[src/rtl/rst_seq_pkg.sv]
package rst_seq_pkg;

  typedef enum logic [2:0] {
    ST_IDLE,
    ST_FULL_ASSERT,
    ST_FULL_RELEASE,
    ST_FULL_READY,
    ST_TX_ASSERT,
    ST_TX_READY,
    ST_RX_ASSERT,
    ST_RX_READY
  } seqState_t;

  // strobes from control to datapath
  typedef struct packed {
    logic takeFull;
    logic takeTx;
    logic takeRx;
    logic cntClear;
    logic setErr;
  } seqStrobe_t;

  // synchronized observations of the core
  typedef struct packed {
    logic coreAckN;
    logic txAckN;
    logic rxAckN;
    logic txStable;
    logic rxReady;
  } seqObs_t;

  localparam int OBS_W = $bits(seqObs_t);
  // acknowledges idle high (not in reset), readiness idle low
  localparam logic [OBS_W-1:0] OBS_RST = 5'b11100;

endpackage

[src/rtl/rst_seq_sync.sv]
module rst_seq_sync #(
  parameter int WIDTH = 1,
  parameter int STAGES = 2,
  parameter logic [WIDTH-1:0] RST_VAL = '0
) (
  input  logic             clk,
  input  logic             arstN,
  input  logic [WIDTH-1:0] din,
  output logic [WIDTH-1:0] dout
);

  logic [STAGES-1:0][WIDTH-1:0] stg;

  always_ff @(posedge clk or negedge arstN) begin
    if (!arstN) begin
      for (int i = 0; i < STAGES; i++) stg[i] <= RST_VAL;
    end else begin
      stg[0] <= din;
      for (int i = 1; i < STAGES; i++) stg[i] <= stg[i-1];
    end
  end

  assign dout = stg[STAGES-1];

endmodule

[src/rtl/rst_seq_datapath.sv]
module rst_seq_datapath
  import rst_seq_pkg::*;
#(
  parameter int CNT_W = 16,
  parameter int SYNC_STAGES = 2
) (
  input  logic             clk,
  input  logic             arstN,
  input  logic             reqFull,
  input  logic             reqTx,
  input  logic             reqRx,
  input  logic [CNT_W-1:0] timeoutLimit,
  input  logic             coreAckN,
  input  logic             txAckN,
  input  logic             rxAckN,
  input  logic             txLanesStable,
  input  logic             rxPcsReady,
  input  seqStrobe_t       strobe,
  output seqObs_t          obs,
  output logic             pendFull,
  output logic             pendTx,
  output logic             pendRx,
  output logic             expired,
  output logic             timeoutErr
);

  localparam logic [CNT_W-1:0] CNT_MAX = '1;

  logic [OBS_W-1:0] rawObs;
  logic [OBS_W-1:0] syncObs;
  logic [CNT_W-1:0] waitCnt;

  assign rawObs = {coreAckN, txAckN, rxAckN, txLanesStable, rxPcsReady};

  rst_seq_sync #(
    .WIDTH  (OBS_W),
    .STAGES (SYNC_STAGES),
    .RST_VAL(OBS_RST)
  ) u_sync (
    .clk  (clk),
    .arstN(arstN),
    .din  (rawObs),
    .dout (syncObs)
  );

  assign obs = seqObs_t'(syncObs);

  // pending request latches; a new pulse wins over a same-cycle clear
  always_ff @(posedge clk or negedge arstN) begin
    if (!arstN) begin
      pendFull <= 1'b0;
      pendTx   <= 1'b0;
      pendRx   <= 1'b0;
    end else begin
      pendFull <= (pendFull & ~strobe.takeFull) | reqFull;
      pendTx   <= (pendTx & ~(strobe.takeTx | strobe.takeFull)) | reqTx;
      pendRx   <= (pendRx & ~(strobe.takeRx | strobe.takeFull)) | reqRx;
    end
  end

  // bounded wait counter, saturating
  always_ff @(posedge clk or negedge arstN) begin
    if (!arstN) begin
      waitCnt <= '0;
    end else if (strobe.cntClear) begin
      waitCnt <= '0;
    end else if (waitCnt != CNT_MAX) begin
      waitCnt <= waitCnt + 1'b1;
    end
  end

  assign expired = (waitCnt >= timeoutLimit);

  // sticky error
  always_ff @(posedge clk or negedge arstN) begin
    if (!arstN) begin
      timeoutErr <= 1'b0;
    end else if (strobe.setErr) begin
      timeoutErr <= 1'b1;
    end
  end

endmodule

[src/rtl/rst_seq_ctrl.sv]
module rst_seq_ctrl
  import rst_seq_pkg::*;
(
  input  logic       clk,
  input  logic       arstN,
  input  seqObs_t    obs,
  input  logic       pendFull,
  input  logic       pendTx,
  input  logic       pendRx,
  input  logic       expired,
  output seqStrobe_t strobe,
  output logic       coreRstN,
  output logic       txRstN,
  output logic       rxRstN,
  output logic       busy,
  output logic       trafficReady
);

  seqState_t state;
  seqState_t nxt;
  seqStrobe_t strb;

  always_ff @(posedge clk or negedge arstN) begin
    if (!arstN) state <= ST_FULL_ASSERT;
    else        state <= nxt;
  end

  always_comb begin
    nxt  = state;
    strb = '0;
    unique case (state)
      ST_IDLE: begin
        if (pendFull) begin
          nxt = ST_FULL_ASSERT;
          strb.takeFull = 1'b1;
        end else if (pendTx) begin
          nxt = ST_TX_ASSERT;
          strb.takeTx = 1'b1;
        end else if (pendRx) begin
          nxt = ST_RX_ASSERT;
          strb.takeRx = 1'b1;
        end
      end
      ST_FULL_ASSERT: begin
        if (!obs.coreAckN) nxt = ST_FULL_RELEASE;
        else if (expired) begin
          nxt = ST_IDLE;
          strb.setErr = 1'b1;
        end
      end
      ST_FULL_RELEASE: begin
        if (obs.coreAckN) nxt = ST_FULL_READY;
        else if (expired) begin
          nxt = ST_IDLE;
          strb.setErr = 1'b1;
        end
      end
      ST_FULL_READY: begin
        if (obs.txAckN && obs.rxAckN && obs.txStable && obs.rxReady) nxt = ST_IDLE;
        else if (expired) begin
          nxt = ST_IDLE;
          strb.setErr = 1'b1;
        end
      end
      ST_TX_ASSERT: begin
        if (!obs.txAckN) nxt = ST_TX_READY;
        else if (expired) begin
          nxt = ST_IDLE;
          strb.setErr = 1'b1;
        end
      end
      ST_TX_READY: begin
        if (obs.txAckN && obs.txStable) nxt = ST_IDLE;
        else if (expired) begin
          nxt = ST_IDLE;
          strb.setErr = 1'b1;
        end
      end
      ST_RX_ASSERT: begin
        if (!obs.rxAckN) nxt = ST_RX_READY;
        else if (expired) begin
          nxt = ST_IDLE;
          strb.setErr = 1'b1;
        end
      end
      ST_RX_READY: begin
        if (obs.rxAckN && obs.rxReady) nxt = ST_IDLE;
        else if (expired) begin
          nxt = ST_IDLE;
          strb.setErr = 1'b1;
        end
      end
      default: nxt = ST_IDLE;
    endcase
    strb.cntClear = (nxt != state) || (state == ST_IDLE);
  end

  assign strobe       = strb;
  assign coreRstN     = (state != ST_FULL_ASSERT);
  assign txRstN       = (state != ST_TX_ASSERT);
  assign rxRstN       = (state != ST_RX_ASSERT);
  assign busy         = (state != ST_IDLE);
  assign trafficReady = (state == ST_IDLE) && obs.txStable && obs.rxReady;

endmodule

[src/rtl/reset_handshake_seq.sv]
module reset_handshake_seq
  import rst_seq_pkg::*;
#(
  parameter int CNT_W = 16,
  parameter int SYNC_STAGES = 2
) (
  input  logic             clk,
  input  logic             arstN,
  input  logic             reqFull,
  input  logic             reqTx,
  input  logic             reqRx,
  input  logic [CNT_W-1:0] timeoutLimit,
  input  logic             coreAckN,
  input  logic             txAckN,
  input  logic             rxAckN,
  input  logic             txLanesStable,
  input  logic             rxPcsReady,
  output logic             coreRstN,
  output logic             txRstN,
  output logic             rxRstN,
  output logic             busy,
  output logic             trafficReady,
  output logic             timeoutErr
);

  seqStrobe_t strobe;
  seqObs_t    obs;
  logic       pendFull;
  logic       pendTx;
  logic       pendRx;
  logic       expired;

  rst_seq_datapath #(
    .CNT_W      (CNT_W),
    .SYNC_STAGES(SYNC_STAGES)
  ) u_dp (
    .clk          (clk),
    .arstN        (arstN),
    .reqFull      (reqFull),
    .reqTx        (reqTx),
    .reqRx        (reqRx),
    .timeoutLimit (timeoutLimit),
    .coreAckN     (coreAckN),
    .txAckN       (txAckN),
    .rxAckN       (rxAckN),
    .txLanesStable(txLanesStable),
    .rxPcsReady   (rxPcsReady),
    .strobe       (strobe),
    .obs          (obs),
    .pendFull     (pendFull),
    .pendTx       (pendTx),
    .pendRx       (pendRx),
    .expired      (expired),
    .timeoutErr   (timeoutErr)
  );

  rst_seq_ctrl u_ctrl (
    .clk         (clk),
    .arstN       (arstN),
    .obs         (obs),
    .pendFull    (pendFull),
    .pendTx      (pendTx),
    .pendRx      (pendRx),
    .expired     (expired),
    .strobe      (strobe),
    .coreRstN    (coreRstN),
    .txRstN      (txRstN),
    .rxRstN      (rxRstN),
    .busy        (busy),
    .trafficReady(trafficReady)
  );

endmodule

[config.mk]
export PLATFORM = sky130hd
export DESIGN_NAME = reset_handshake_seq
export DESIGN_NICKNAME = d
export VERILOG_FILES = /design/src/rtl/rst_seq_pkg.sv /design/src/rtl/rst_seq_sync.sv /design/src/rtl/rst_seq_datapath.sv /design/src/rtl/rst_seq_ctrl.sv /design/src/rtl/reset_handshake_seq.sv
export SDC_FILE = /design/constraint.sdc
export NUM_CORES = 1
export LEC_CHECK = 0
export ABC_AREA = 1
export BUFFER_PORTS_ARGS = -buffer_cell sky130_fd_sc_hd__buf_2
export CORE_MARGIN = 3
export CORE_UTILIZATION = 45
export DETAILED_ROUTE_END_ITERATION = 8
export PLACE_DENSITY = 0.63
export SLEW_MARGIN = 30
export SYNTH_ARGS = -nofsm -noshare
export SYNTH_HDL_FRONTEND = slang
export SYNTH_SLANG_ARGS = --single-unit
[constraint.sdc]
create_clock -name clk -period 3.95 [get_ports clk]
set_clock_uncertainty 0.15 [all_clocks]
set_input_delay 0.79 -clock clk [delete_from_list [all_inputs] [get_ports clk]]
set_output_delay 0.79 -clock clk [all_outputs]
set_load 0.02 [all_outputs]
==> results of run 1 <==
[stage by stage]
stage	setup slack, ns	utilization
finish	1.19	0.551
global route	0.935	0.551
CTS	1.20	0.551
detailed placement	0.900	0.525
global placement	0.848	0.525
floorplan	1.31	-
[flip-flops by register name (all words and copies together), names as in the netlist]
register and count:
u_dp.waitCnt 16, u_dp.u_sync.dout 5, u_dp.u_sync.stg 5, u_ctrl.state 3
u_dp.pendFull 1, u_dp.pendRx 1, u_dp.pendTx 1, u_dp.timeoutErr 1
[per-layer routing]
layer | part of all wire | vias to the layer above | global-route usage
met5 | 0 | - | 0
met4 | 0.013 | 0 | 0.0494
met3 | 0.056 | 5 | 0.0360
met2 | 0.46 | 55 | 0.289
met1 | 0.47 | 865 | 0.236
li1 | - | 962 | -
[cell usage after synthesis, drive strengths merged]
cell type  count
and3           1
o22ai          2
xnor2          2
a21o           2
nand2         58
nor4           2
nand3         15
inv           48
o21bai         3
nor3           7
dfrtp         26
mux2i          1
a21boi         1
o21ai         10
o221ai         1
or2            1
buf            2
nor2          50
dfstp          7
xor2           6
o311ai         1
o21a           1
a21oi         12
ha            17
nand3b         1
nand4          3
[kinds of logic after synthesis]
logic type,after synthesis,synth area share
fa+ha+maj,17,0.0992
buf+inv,50,0.0916
mux,1,0.00467
simple gates,138,0.291
compound gates,33,0.0916
flops,33,0.389
xor+xnor,8,0.0327
[worst register-to-register path, stage by stage, from the launching register on]
cell	delay, ns
dfrtp_1	0.43
ha_1	0.32
a21oi_1	0.12
o21ai_0	0.10
a21oi_1	0.29
nand2_1	0.19
a21boi_0	0.25
o21bai_1	0.13
nand2_1	0.07
nand2_1	0.08
nand3_4	0.27
nor2_1	0.08
[final timing paths]
check	end	slack [ns]	depth (start not counted)
setup / recovery	u_dp.waitCnt[9]	1.19	13
hold / removal	u_dp.u_sync.dout[0]	0.20	0
setup reg to reg	u_dp.waitCnt[9]	1.36	11
hold reg to reg	u_dp.u_sync.dout[0]	0.20	0
max in group asynchronous	u_dp.pendRx	2.78	1
min in group asynchronous	u_dp.waitCnt[7]	0.41	1
[power groups by stage]
stage	combinational [W]	clock, W	sequential (W)
finish	0.000542	0.000322	0.000431
global route	0.000620	0.000347	0.000436
CTS	0.000544	0.000329	0.000430
detailed placement	0.000539	0	0.000436
global placement	0.000538	0	0.000436
floorplan	0.000453	0	0.000414
[area by class of cell]
cell class / count / area [um^2] / share of cell area
well taps: 52 / 65.1 / 0.0264
repair buffers: 31 / 155 / 0.0630
flip-flops and latches: 33 / 835 / 0.339
clock inverters: 3 / 46.3 / 0.0188
inverters: 48 / 180 / 0.0731
multi-input cells: 197 / 1110 / 0.452
clock buffers: 5 / 68.8 / 0.0279
==> impl_metrics.ini, run 1 <==
[floorplanning]
initial_core_util = 0.479
dieWidth_um = 75.0
pin_count = 32
rows = 24
coreArea_um2 = 4470
die_area_um2 = 5630
die_h_um = 75.0

[logic_synthesis]
syn_inst = 280
synth_cell_types = 33
netlist.area_leader.share = 0.303
synth.area.top_cells = dfrtp_1 (30%), nand2_1 (10%), ha_1 (9.9%)
seq_area_frac_synth = 0.389
yosysWarnings = 0
synth-seq-cells = 33
netlist_area_um2 = 2140
synth_top_cell_by_area = dfrtp_1
synth_nets = 323
syn_avg_cell_area_um2 = 7.66

[pwr]
switching_share = 0.424
p_per_area_nw_per_um2 = 526
p_total_w = 0.00130
irDropWorstVdd_mv = 0.264
pwr-share-clk = 0.249
switching_power_w = 0.000549
p_comb_frac = 0.418
seq_power_share = 0.333
power_leakage_nw = 1.27
intPower_w = 0.000746

[setup_path]
crit_family = compound AO/OA/AOI/OAI gates
slowest_delay_ns = 0.31
path_buf_inv = 2
crit_chain = buf_2, inv_1, ha_1, a21oi_1, o21ai_0, a21oi_1, nand2_1, a21boi_0, o21bai_1, nand2_1, nand2_1, nand3_4, nor2_1
cp_data_required_time_ns = 3.97
reg2reg_from = u_dp.waitCnt[11]
cp.arrival_ns = 2.78
endpoint_kind = flop
cp_max_fo = 16
critical_path_class = input port to flop
start_kind = input port
crit_start = timeoutLimit[11]
crit_slowest_cell = ha_1
cpMostUsedCell = nand2_1

[placed_design]
gp_congestion = 0.943
hpwl_mm = 3.33
dpl.cell_count = 361
port_buffers = 31
placed_area_um2 = 2350

[layout]
fillCellCount = 432
design_area_um2 = 2460
final_common_cell = nand2_1
area_growth_pct = 14.9
drive_above_1_share = 0.205
diodes = 0
final_cell_mix = nand2_1 (57), inv_1 (45), nor2_1 (38)
fin_cells = 369
nets = 359

[clock_network]
cts.clk_slew.worst_paths_ns = 0.07
cts_sinks = 33
cts_tree = done
cts_buffers = 5
clkLatencyLatePin_ns = 0.29
cts_root_buffer = clkbuf_8
ctsHtreeMaxLevel = 2
cts.path.max_buffers = 2
post-cts-setup-buffer-count = 0
cts_resized = 0
postCtsHoldBufs = 0

[route]
dr.pass1.iters = 4
wl_mm = 4.31
wl_per_cell_um = 11.7
antenna_left = 0
drc_errors = 0
drtIter0Drc = 124
vias = 1887
vias_per_cell = 5.11

[global_routing]
grt_max_degree = 34
overflow = 0
grt_use_total = 0.176
grt_pass1_vias = 1758
grt_pass1_wl_mm = 7.56
antenna_found_initial = 0

[worst_hold_path]
hp-start = u_dp.u_sync.stg[0]
hold_path_class = flop to flop

[timing]
tightest_slew_ns = 0.728
hold_viol_final = 0
fin_hold_ws_ns = 0.199
finalSetupTns_ns = 0
fmax_mhz = 363
rsz0062_at_grt = no
setup_viol = 0
slew_viol_final = 0
min_period_ns = 2.76
slew_headroom = 0.515
fin_crit_sh = 0.698

[status]
status = completed

[job]
drv_cap = 0
No activity file was read; power rests on OpenSTA's default activity.
==> run 2, diff against run 1 <==
==> constraint.sdc (replaced) <==
create_clock -name clk -period 2.6 [get_ports clk]
set_clock_uncertainty 0.15 [all_clocks]
set_input_delay 0.52 -clock clk [delete_from_list [all_inputs] [get_ports clk]]
set_output_delay 0.52 -clock clk [all_outputs]
set_load 0.02 [all_outputs]
==> run 2 against run 1 <==
Against the previous run:
- non-clock buffer count increased by 10
- register-to-register slack got worse by 1.2 ns
- worst hold slack got worse by 0.053 ns
- largest power group unchanged
- largest cell class unchanged
- global-route usage decreased by 0.48 points
- worst setup slack got worse by 1.0 ns
- critical path type is now flop to flop
- sequential power increased by 52%
- critical path depth decreased by 1
- cell area increased by 4.3%
- combinational power increased by 81%
- utilization increased by 2.4 points
- via count decreased by 0.16%
==> impl_metrics.ini, run 2 (synthesized netlist as in run 1, its figures left out) <==
[floorplanning]
coreArea_um2 = 4470
initial_core_util = 0.479
die_area_um2 = 5630
die_h_um = 75.0
dieWidth_um = 75.0
pin_count = 32
rows = 24

[layout]
final_common_cell = nand2_1
nets = 369
design_area_um2 = 2570
fin_cells = 379
top_register = u_dp.waitCnt
area_growth_pct = 19.8
largest_register_ffs = 16
final_cell_mix = nand2_1 (54), inv_1 (45), nor2_1 (37)
diodes = 0
drive_above_1_share = 0.248

[setup_path]
critical_path_class = flop to flop
cp_data_required_time_ns = 2.63
start_kind = flop
cp.arrival_ns = 2.47
endpoint_kind = flop
crit_chain = ha_1, a21oi_1, o21ai_0, a21oi_2, nand2_2, a21boi_1, o21bai_1, nand2_1, nand2_1, nand3_4, buf_12, nor2_1
crit_slowest_cell = dfrtp_1
slowest_delay_ns = 0.43
cpMostUsedCell = nand2_1
cp_max_fo = 16

[pwr]
intPower_w = 0.00125
power_leakage_nw = 1.34
switching_power_w = 0.000871
p_comb_frac = 0.461
switching_share = 0.410
pwr-share-clk = 0.231
p_per_area_nw_per_um2 = 827
irDropWorstVdd_mv = 0.473
p_total_w = 0.00213
seq_power_share = 0.308

[timing]
min_period_ns = 2.44
fin_crit_sh = 0.938
fmax_mhz = 410
finalSetupTns_ns = 0
slew_headroom = 0.510
hold_viol_final = 0
fin_hold_ws_ns = 0.145
setup_viol = 0
tightest_slew_ns = 0.735
slew_viol_final = 0

[global_routing]
antenna_found_initial = 0
overflow = 0
grt_max_degree = 34
grt_use_total = 0.171
grt_pass1_vias = 1718
grt_pass1_wl_mm = 7.40

[route]
top_layer_used = met4
vias = 1884
drtIter0Drc = 156
vias_per_cell = 4.97
wl_per_cell_um = 11.4
antenna_left = 0
drc_errors = 0
wl_met2_mm = 1.99
dr.pass1.iters = 5
wl_met1_mm = 2.05
wl_mm = 4.33
route.met3.wl_um = 264

[job]
drv_cap = 0

[clock_network]
postCtsHoldBufs = 0
clkLatencyLatePin_ns = 0.29
cts_sinks = 33
cts_buffers = 5
cts_tree = done
cts_root_buffer = clkbuf_8
cts.clk_slew.worst_paths_ns = 0.08
ctsHtreeMaxLevel = 2
cts.path.max_buffers = 2

[placed_design]
placed_area_um2 = 2430
gp_congestion = 0.920
hpwl_mm = 3.37
port_buffers = 31
dpl.cell_count = 370

[worst_hold_path]
hold_path_class = input port to async pin

[status]
status = completed
[run 2: final timing paths]
| path | cells after the start | to | from | slack (ns) |
|---|---|---|---|---|
| max | 12 | u_dp.waitCnt[14] | u_dp.waitCnt[11] | 0.16 |
| min | 1 | u_dp.waitCnt[7] | arstN | 0.15 |
| max reg2reg | 12 | u_dp.waitCnt[14] | u_dp.waitCnt[11] | 0.16 |
| min reg2reg | 0 | u_dp.u_sync.dout[1] | u_dp.u_sync.stg[1] | 0.21 |
| max in group asynchronous | 1 | u_dp.u_sync.stg[0] | arstN | 1.69 |
| min in group clk | 1 | u_dp.u_sync.stg[2] | rxAckN | 0.18 |
[run 2: power by group through the flow]
stage | clock network [W] | logic, W | registers, W
after global routing | 0.000530 | 0.00109 | 0.000664
after CTS | 0.000508 | 0.000947 | 0.000652
after floorplan | 0 | 0.000688 | 0.000629
final | 0.000490 | 0.000980 | 0.000656
after global placement | 0 | 0.000931 | 0.000662
after detailed placement | 0 | 0.000942 | 0.000661
[run 2: metrics by stage]
stage	setup slack (ns)	utilization
2_1_floorplan	0.232	-
3_3_place_gp	-0.175	0.543
3_5_place_dp	-0.182	0.543
4_1_cts	0.0121	0.569
5_1_grt	-0.00747	0.574
6_report	0.161	0.574
[run 2: critical path: cells and delay by family (launching register included)]
kind / cells / cell delay, ns
adders and majority gates: 1 / 0.33
buffers and inverters: 1 / 0.16
DFF: 1 / 0.43
AOI/OAI and AO/OA: 5 / 0.81
and+or+nand+nor: 5 / 0.44
[run 2: what timing repair did]
| item | CTS | global route |
|---|---|---|
| hold endpoints to repair | 0 | 0 |
| setup buffers | 0 | 1 |
| resized for setup | 0 | 7 |
| endpoints found under the setup margin | 0 | 16 |
[run 2: layout make-up]
type / instances / area [um^2]
Clock buffer: 5 / 68.8
Sequential cell: 33 / 835
Multi-Input combinational cell: 197 / 1130
Inverter: 48 / 180
Timing Repair Buffer: 41 / 243
Fill cell: 437 / 1900
Clock inverter: 3 / 46.3
Tap cell: 52 / 65.1
[run 2: metal layers]
metal  track usage  vias to the layer above
met5             0                        -
met4        0.0534                        0
met3        0.0360                        2
met2         0.265                       57
met1         0.240                      842
li1              -                      983
==> run 3, diff against run 2 <==
--- a/config.mk
+++ b/config.mk
@@ -10,7 +10,7 @@
 export CORE_MARGIN = 3
 export CORE_UTILIZATION = 45
 export DETAILED_ROUTE_END_ITERATION = 8
-export PLACE_DENSITY = 0.63
+export PLACE_DENSITY = 0.66
 export SLEW_MARGIN = 30
 export SYNTH_ARGS = -nofsm -noshare
 export SYNTH_HDL_FRONTEND = slang
==> run 3 against run 2 <==
Against the previous run:
- first-iteration DRC count down 20%
- clock-buffer cell count up 2
- utilization up 1.0 points
- sequential cell count unchanged
- total power up 0.31%
- cell count up 1.3%
- sequential share of layout area down 0.57 points
==> impl_metrics.ini, run 3 (synthesized netlist as in run 1, its figures left out) <==
[timing]
fin_hold_ws_ns = 0.132
setup_slack_ns = 0.176
setup_viol = 0
finalSetupTns_ns = 0
fin_crit_sh = 0.932
rsz0062_at_grt = no
slew_viol_final = 0
hold_viol_final = 0
fmax_mhz = 413
slew_headroom = 0.517
tightest_slew_ns = 0.724
min_period_ns = 2.42

[setup_path]
endpoint_kind = flop
start_kind = flop
cpMostUsedCell = nand2_1
cp.arrival_ns = 2.43
cp_data_required_time_ns = 2.61
cp_max_fo = 16
slowest_delay_ns = 0.42
crit_chain = ha_1, a21oi_1, o21ai_1, a21oi_2, nand2_2, a21boi_1, o21bai_1, nand2_1, nand2_1, nand3_4, buf_12, nor2_1
r2r_cells = 12
critical_path_class = flop to flop
crit_slowest_cell = dfrtp_1

[global_routing]
grt_max_degree = 34
grt_use_total = 0.178
overflow = 0
grt_pass1_wl_mm = 7.62
antenna_found_initial = 0
grt_pass1_vias = 1791

[layout]
final_common_cell = nand2_1
diodes = 0
fillCellCount = 412
largest_register_ffs = 16
area_growth_pct = 22.0
nets = 374
top_register = u_dp.waitCnt
drive_above_1_share = 0.259
final_cell_mix = nand2_1 (54), inv_1 (45), nor2_1 (38)
fin_util = 0.585

[route]
vias = 1885
wl_per_cell_um = 11.8
antenna_left = 0
vias_per_cell = 4.91
wl_mm = 4.55
drtIter0Drc = 125
dr.pass1.iters = 4
drc_errors = 0

[floorplanning]
coreArea_um2 = 4470
rows = 24
pin_count = 32
initial_core_util = 0.479
die_h_um = 75.0
die_area_um2 = 5630
dieWidth_um = 75.0

[clock_network]
cts.path.max_buffers = 2
clkLatencyLatePin_ns = 0.29
cts_tree = done
cts_sinks = 33
cts_root_buffer = clkbuf_8
ctsHtreeMaxLevel = 2
cts.clk_slew.worst_paths_ns = 0.07
cts_buffers = 5

[placed_design]
dp_slack_ns = -0.208
gp_congestion = 0.927
port_buffers = 31
hpwl_mm = 3.39

[pwr]
p_per_area_nw_per_um2 = 815
irDropWorstVdd_mv = 0.332
power_leakage_nw = 1.37

[worst_hold_path]
hold_path_class = input port to async pin

[status]
status = completed

[job]
drv_cap = 0
[run 3: what timing repair did]
item / in CTS / in global routing
hold endpoints to repair: 0 / 0
setup endpoints to repair: 3 / 16
resized for setup: 1 / 8
hold buffers: 0 / 0
pin swaps: 0 / 3
setup buffers: 0 / 5
[run 3: final timing paths]
path,end,slack (ns),startpoint
setup / recovery,u_dp.waitCnt[12],0.18,u_dp.waitCnt[9]
hold / removal,u_dp.timeoutErr,0.13,arstN
setup reg to reg,u_dp.waitCnt[12],0.18,u_dp.waitCnt[9]
hold reg to reg,u_dp.u_sync.dout[0],0.19,u_dp.u_sync.stg[0]
max in group asynchronous,u_dp.waitCnt[11],1.70,arstN
min in group clk,u_dp.u_sync.stg[2],0.18,rxAckN
[run 3: where the power goes]
| part | switching [W] | internal (W) |
|---|---|---|
| combinational | 0.000591 | 0.000389 |
| sequential | 0.0000721 | 0.000582 |
| clock | 0.000186 | 0.000312 |
| total | 0.000849 | 0.00128 |
[run 3: critical path, delay by kind of cell, from the launching register on]
kind,cells,cell delay [ns]
fa+ha+maj,1,0.30
buf+inv,1,0.16
simple gates,5,0.47
flops,1,0.42
compound gates,5,0.79
[run 3: routing by layer]
layer / routed length [um] / part of all wire / track usage / vias up
li1: - / - / - / 999
met1: 2130 / 0.47 / 0.231 / 832
met2: 2070 / 0.46 / 0.287 / 48
met3: 238 / 0.052 / 0.0401 / 6
met4: 102 / 0.022 / 0.0711 / 0
met5: 0 / 0 / 0 / -
[run 3: cell type report]
type,instances,area [um^2],area share
clock buffers,7,86.3,0.0330
well taps,52,65.1,0.0249
inverters,48,180,0.0689
repair buffers,46,280,0.107
clock inverters,1,30.0,0.0115
multi-input cells,197,1140,0.436
flip-flops and latches,33,835,0.319
[run 3: through the flow]
stage,instances,power (W),area [um^2]
floorplan,280,0.00132,2140
global placement,371,0.00159,2440
detailed placement,371,0.00161,2440
CTS,379,0.00212,2560
global route,384,0.00229,2620
finish,384,0.00213,2620
